`src/rtl/cc_npc_pkg.sv`:
```
package cc_npc_pkg;

  localparam int unsigned WORD_W = 16;
  localparam int unsigned OPC_W  = 4;

  typedef enum logic [OPC_W-1:0] {
    OPC_BRANCH = 4'b0000,
    OPC_JDIR   = 4'b0100,
    OPC_JREG   = 4'b1100,
    OPC_RETURN = 4'b1101,
    OPC_TRAP   = 4'b1111
  } ctl_opc_e;

  typedef struct packed {
    logic n;
    logic z;
    logic p;
  } cc_flags_t;

endpackage

```
`src/rtl/cc_npc_flags.sv`:
```
module cc_npc_flags
  import cc_npc_pkg::*;
#(
  parameter int unsigned DW = 16
) (
  input  logic          clk,
  input  logic          rst_n,
  input  logic          wr_en,
  input  logic [DW-1:0] wr_data,
  output cc_flags_t     flags
);

  cc_flags_t next_flags;

  always_comb begin
    next_flags.n = wr_data[DW-1];
    next_flags.z = (wr_data == '0);
    next_flags.p = !wr_data[DW-1] && (wr_data != '0);
  end

  always_ff @(posedge clk) begin
    if (!rst_n) begin
      flags <= '{n: 1'b0, z: 1'b1, p: 1'b0};
    end else if (wr_en) begin
      flags <= next_flags;
    end
  end

endmodule

```
`src/rtl/cc_npc_target.sv`:
```
module cc_npc_target
  import cc_npc_pkg::*;
#(
  parameter int unsigned DW    = 16,
  parameter int unsigned OFFW  = 9,
  parameter int unsigned BASEW = 6,
  parameter int unsigned VECW  = 8
) (
  input  logic [DW-1:0] instr,
  input  logic [DW-1:0] pc_inc,
  input  logic [DW-1:0] base_val,
  input  logic [DW-1:0] r7_val,
  input  cc_flags_t     flags,
  output logic          take,
  output logic [DW-1:0] target,
  output logic          link,
  output logic          is_trap,
  output logic [DW-1:0] vaddr
);

  localparam int unsigned OPC_LSB  = DW - OPC_W;
  localparam int unsigned LINK_BIT = OPC_LSB - 1;

  ctl_opc_e      opc;
  logic [2:0]    mask;
  logic          link_bit;
  logic          br_hit;
  logic [DW-1:0] direct_tgt;
  logic [DW-1:0] index_tgt;

  always_comb begin
    opc        = ctl_opc_e'(instr[DW-1:OPC_LSB]);
    mask       = instr[LINK_BIT -: 3];
    link_bit   = instr[LINK_BIT];
    br_hit     = |(mask & {flags.n, flags.z, flags.p});
    direct_tgt = {pc_inc[DW-1:OFFW], instr[OFFW-1:0]};
    index_tgt  = base_val + {{(DW-BASEW){1'b0}}, instr[BASEW-1:0]};
    vaddr      = {{(DW-VECW){1'b0}}, instr[VECW-1:0]};

    take    = 1'b0;
    target  = pc_inc;
    link    = 1'b0;
    is_trap = 1'b0;

    case (opc)
      OPC_BRANCH: begin
        take   = br_hit;
        target = br_hit ? direct_tgt : pc_inc;
      end
      OPC_JDIR: begin
        take   = 1'b1;
        target = direct_tgt;
        link   = link_bit;
      end
      OPC_JREG: begin
        take   = 1'b1;
        target = index_tgt;
        link   = link_bit;
      end
      OPC_RETURN: begin
        take   = 1'b1;
        target = r7_val;
      end
      OPC_TRAP: begin
        link    = 1'b1;
        is_trap = 1'b1;
      end
      default: begin
        take = 1'b0;
      end
    endcase
  end

endmodule

```
`src/rtl/cc_npc_trap_seq.sv`:
```
module cc_npc_trap_seq (
  input  logic clk,
  input  logic rst_n,
  input  logic trap_go,
  output logic pending
);

  always_ff @(posedge clk) begin
    if (!rst_n) begin
      pending <= 1'b0;
    end else begin
      pending <= trap_go && !pending;
    end
  end

endmodule

```
`src/rtl/cc_npc_unit.sv`:
```
module cc_npc_unit
  import cc_npc_pkg::*;
#(
  parameter int unsigned DW    = WORD_W,
  parameter int unsigned OFFW  = 9,
  parameter int unsigned BASEW = 6,
  parameter int unsigned VECW  = 8
) (
  input  logic          clk,
  input  logic          rst_n,
  input  logic          instr_valid,
  output logic          instr_ready,
  input  logic [DW-1:0] instr,
  input  logic [DW-1:0] pc_inc,
  input  logic [DW-1:0] base_val,
  input  logic [DW-1:0] r7_val,
  input  logic [DW-1:0] vec_data,
  input  logic          gpr_wr_en,
  input  logic [DW-1:0] gpr_wr_data,
  output logic [DW-1:0] pc_next,
  output logic          pc_load,
  output logic          link_we,
  output logic [DW-1:0] link_data,
  output logic          vec_rd,
  output logic [DW-1:0] vec_addr,
  output logic          flag_n,
  output logic          flag_z,
  output logic          flag_p
);

  cc_flags_t     flags;
  logic          take;
  logic [DW-1:0] target;
  logic          link;
  logic          is_trap;
  logic          pending;
  logic          accept;

  cc_npc_flags #(.DW(DW)) u_flags (
    .clk     (clk),
    .rst_n   (rst_n),
    .wr_en   (gpr_wr_en),
    .wr_data (gpr_wr_data),
    .flags   (flags)
  );

  cc_npc_target #(
    .DW(DW), .OFFW(OFFW), .BASEW(BASEW), .VECW(VECW)
  ) u_target (
    .instr    (instr),
    .pc_inc   (pc_inc),
    .base_val (base_val),
    .r7_val   (r7_val),
    .flags    (flags),
    .take     (take),
    .target   (target),
    .link     (link),
    .is_trap  (is_trap),
    .vaddr    (vec_addr)
  );

  cc_npc_trap_seq u_trap (
    .clk     (clk),
    .rst_n   (rst_n),
    .trap_go (accept && is_trap),
    .pending (pending)
  );

  always_comb begin
    instr_ready = !pending;
    accept      = instr_valid && instr_ready;
    pc_load     = pending || (accept && take);
    if (pending) begin
      pc_next = vec_data;
    end else if (accept && take) begin
      pc_next = target;
    end else begin
      pc_next = pc_inc;
    end
    link_we   = accept && link;
    link_data = pc_inc;
    vec_rd    = accept && is_trap;
    flag_n    = flags.n;
    flag_z    = flags.z;
    flag_p    = flags.p;
  end

endmodule

```
`config.mk`:
```
export PLATFORM = sky130hd
export DESIGN_NAME = cc_npc_unit
export DESIGN_NICKNAME = d
export VERILOG_FILES = /design/src/rtl/cc_npc_pkg.sv /design/src/rtl/cc_npc_flags.sv /design/src/rtl/cc_npc_target.sv /design/src/rtl/cc_npc_trap_seq.sv /design/src/rtl/cc_npc_unit.sv
export SDC_FILE = /design/constraint.sdc
export NUM_CORES = 1
export LEC_CHECK = 0
export BUFFER_PORTS_ARGS = -buffer_cell sky130_fd_sc_hd__buf_2
export CAP_MARGIN = 20
export CORE_MARGIN = 10
export CORE_UTILIZATION = 40
export CTS_CLUSTER_SIZE = 10
export DETAILED_ROUTE_END_ITERATION = 12
export GPL_TIMING_DRIVEN = 0
export PLACE_DENSITY = 0.87
export SYNTH_ARGS = -nofsm -noshare
export SYNTH_HDL_FRONTEND = slang
export SYNTH_SLANG_ARGS = --single-unit
```
`constraint.sdc`:
```
create_clock -name clk -period 3.55 [get_ports clk]
set_input_delay 0 -clock clk [delete_from_list [all_inputs] [get_ports clk]]
set_output_delay 0 -clock clk [all_outputs]
set_load 0.01 [all_outputs]
```
==> impl_metrics.json <==
{
  "num-fill-cells": 351,
  "power.sequential.fraction": 0.115,
  "drt_first_pass_iters": 4,
  "worst_r2r_startpoint": "u_trap.pending$_SDFF_PN0_",
  "post_synth_instance_area_sq_um": 1600,
  "design.die.area_sq_um": 6940,
  "status": "complete, no violations",
  "num-nets-final": 503,
  "drive_above_1_share": 0.477,
  "num_antenna_cells": 0,
  "drtAntennaViolNets": 0,
  "yosysUniqueCellTypes": 51,
  "pre_cts_slack_ns": 1.31,
  "num_vias": 2417,
  "fraction_of_registers_with_async_set_or_reset_after_synthesis": 0,
  "cts_sinks": 4,
  "antenna_found_initial": 0,
  "hold_violations": 0,
  "layout_worst_path_cycle_share": 0.698,
  "wire_length_of_the_first_global_routing_pass_um": 11700,
  "layout_common_cells": "buf_2 (147), buf_4 (33), nand2_1 (21)",
  "achievable-frequency_ghz": 0.404,
  "drv_cap": 0,
  "finalSetupViolCount": 0,
  "drt-total-wl_um": 7350,
  "endpoint": "pc_next[4]",
  "min_period_ns": 2.48,
  "wl_per_cell_um": 16.6,
  "clock_insertion_delay_worst_skew_ns": 0.21,
  "io_buffer_count": 146,
  "synthesis.instances": 237,
  "via_to_cell_ratio": 5.47,
  "cts.repair.resized": 0,
  "cts_tree": "yes",
  "worst_setup_path_startpoint": "u_flags.flags[0]$_SDFFE_PN0P_",
  "cts-root-buf": "clkbuf_8",
  "cp_data_arrival_time_ns": 2.48,
  "layout_setup_ws_ns": 1.07,
  "grt_max_degree": 11,
  "critical_path_peak_fanout": 10,
  "first_global_vias": 2480,
  "switching_share": 0.395,
  "die_x_um": 83.3,
  "final-instance-count-excl-fill": 442,
  "power.share.combinational": 0.661,
  "timing.critical_path.to_type": "output pin",
  "die_h_um": 83.3,
  "cts_setup_buffers": 0,
  "detailedPlacementHpwl_um": 6320,
  "max_slew_margin": 0.463,
  "internal-power_mw": 0.260,
  "synth_ff_type": "dfxtp_1",
  "holdBufCountCts": 0,
  "timing_worst_slew_pin_value_ns": 0.798,
  "cts.htree.levels": 1,
  "regToRegSetupSlack_ns": 2.65,
  "clock_power_share": 0.224,
  "grtUsageTotal": 0.194,
  "worstSetupStartpointType": "register",
  "area_delta_synth_final_pct": 53.8,
  "number_of_top_level_pins": 155,
  "fin_setup_tns_ns": 0,
  "globalplace.congestion": 0.958,
  "initial_utilization": 0.425,
  "detail_route.drc_violations": 0,
  "fp-row-count": 22,
  "clock_skew_ns": 0,
  "count_of_yosys_warnings_during_synthesis": 0,
  "ir_drop_mv": 0.200,
  "cts-root-to-sink-buffers": 2,
  "synth-edff-count": 0,
  "rsz0062_at_grt": "no",
  "clkTransAtPathRegs_ns": 0.03,
  "holdCritStartpoint": "gpr_wr_data[15]",
  "power_density_nw_per_um2": 174,
  "synth_sequential_area_ratio": 0.0499,
  "dr.first_iter.drc_count": 145,
  "maxSlewViolCount": 0,
  "coreArea_sq_um": 3770,
  "overflow": 0,
  "net-switching-power_mw": 0.170,
  "p_leak_nw": 1.31,
  "r2r-end": "u_trap.pending$_SDFF_PN0_",
  "mean_instance_size_in_the_synthesized_netlist_sq_um": 6.77,
  "worst-r2r-cell-count": 3,
  "required_ns": 3.55,
  "tritoncts.num_buffers": 3,
  "detailed_place.area_sq_um": 2420,
  "layout_commonest_cell": "buf_2",
  "type_of_the_worst_setup_path": "register to output pin",
  "worst_hold_path_type": "primary input to register",
  "stdcell_area_sq_um": 2470,
  "dp_cells": 438,
  "synth-seq-cells": 4,
  "final_core_util": 0.654
}
worst min path at each step:
stage / endpoint / slack (ns) / depth (start not counted)
after floorplan: link_data[0] / 0.09 / 1
final: u_flags.flags[0]$_SDFFE_PN0P_ / 0.005 / 2
after detailed placement: u_flags.flags[0]$_SDFFE_PN0P_ / 0.23 / 2
after CTS: u_flags.flags[0]$_SDFFE_PN0P_ / 0.002 / 2
after global routing: u_flags.flags[0]$_SDFFE_PN0P_ / 0.02 / 2
after global placement: u_flags.flags[0]$_SDFFE_PN0P_ / 0.22 / 2
state kept, by name (all words and copies together), names as in the netlist:
signal / cells
u_trap.pending: 1
u_flags.flags: 3
layer usage:
| metal | wire length, um | global-route usage |
|---|---|---|
| met5 | 0 | 0 |
| met4 | 170 | 0.0723 |
| met3 | 912 | 0.0674 |
| met2 | 3430 | 0.330 |
| met1 | 2840 | 0.217 |
Yosys cell counts (2+ instances only):
| library cell | number | share of area |
|---|---|---|
| and2_1 | 2 | 0.0078 |
| a221oi_1 | 8 | 0.044 |
| nor4_1 | 4 | 0.016 |
| nand2_1 | 21 | 0.049 |
| inv_1 | 12 | 0.028 |
| nor4b_1 | 2 | 0.011 |
| a211oi_1 | 9 | 0.042 |
| nand4_1 | 2 | 0.0078 |
| o21a_1 | 2 | 0.0094 |
| o31ai_1 | 6 | 0.028 |
| and3_1 | 3 | 0.012 |
| nor3_1 | 9 | 0.028 |
| nor2b_1 | 5 | 0.020 |
| or4_1 | 2 | 0.0094 |
| ha_1 | 6 | 0.047 |
| mux2i_1 | 6 | 0.037 |
| xnor2_1 | 4 | 0.022 |
| a32oi_1 | 3 | 0.016 |
| a21o_1 | 2 | 0.0094 |
| o211ai_1 | 2 | 0.0094 |
| buf_4 | 33 | 0.15 |
| o21ai_0 | 10 | 0.031 |
| o2bb2ai_1 | 6 | 0.033 |
| dfxtp_1 | 4 | 0.050 |
| nor2_1 | 17 | 0.040 |
| xor2_1 | 3 | 0.016 |
| a31oi_1 | 3 | 0.012 |
| nand3_1 | 7 | 0.022 |
| a221o_1 | 3 | 0.019 |
| clkbuf_1 | 7 | 0.016 |
| or3_1 | 3 | 0.012 |
| a21oi_1 | 12 | 0.037 |
worst max-delay path, cell delays in order (launching register included):
cell      delay (ns)
dfxtp_1         0.32
a222oi_1        0.58
nor3_1          0.22
nor2_2          0.39
buf_4           0.27
a21oi_1         0.06
a221oi_1        0.25
buf_2           0.18
cell type report:
class | instances | area, sq um | area share
clock buffers | 3 | 41.3 | 0.0167
multi-input cells | 187 | 1230 | 0.497
plain buffers | 41 | 279 | 0.113
inverters | 12 | 45.0 | 0.0183
repair buffers | 147 | 736 | 0.298
well taps | 48 | 60.1 | 0.0243
flip-flops and latches | 4 | 80.1 | 0.0325
cell families after synthesis:
group / count (synthesis) / share of synthesized area
and+or+nand+nor: 83 / 0.261
muxes: 7 / 0.0445
adders and majority gates: 7 / 0.0593
DFF: 4 / 0.0499
AOI/OAI and AO/OA: 75 / 0.342
other: 1 / 0.00234
buffers and inverters: 53 / 0.202
xor gates and xnor gates: 7 / 0.0382
power by group through the flow:
stage	logic (mW)	clock network (mW)	registers [mW]
2_1_floorplan	0.155	0	0.0509
3_3_place_gp	0.276	0	0.0499
3_5_place_dp	0.281	0	0.0501
4_1_cts	0.283	0.0993	0.0495
5_1_grt	0.313	0.101	0.0498
6_report	0.284	0.0961	0.0495
per-stage QoR:
| stage | total power, mW | hold WS, ns |
|---|---|---|
| 6_report | 0.429 | 0.00536 |
| 5_1_grt | 0.464 | 0.0194 |
| 4_1_cts | 0.431 | 0.00238 |
| 3_5_place_dp | 0.331 | 0.229 |
| 3_3_place_gp | 0.326 | 0.219 |
| 2_1_floorplan | 0.205 | 0.0918 |
Note: power is estimated with default switching activity, not from simulation.
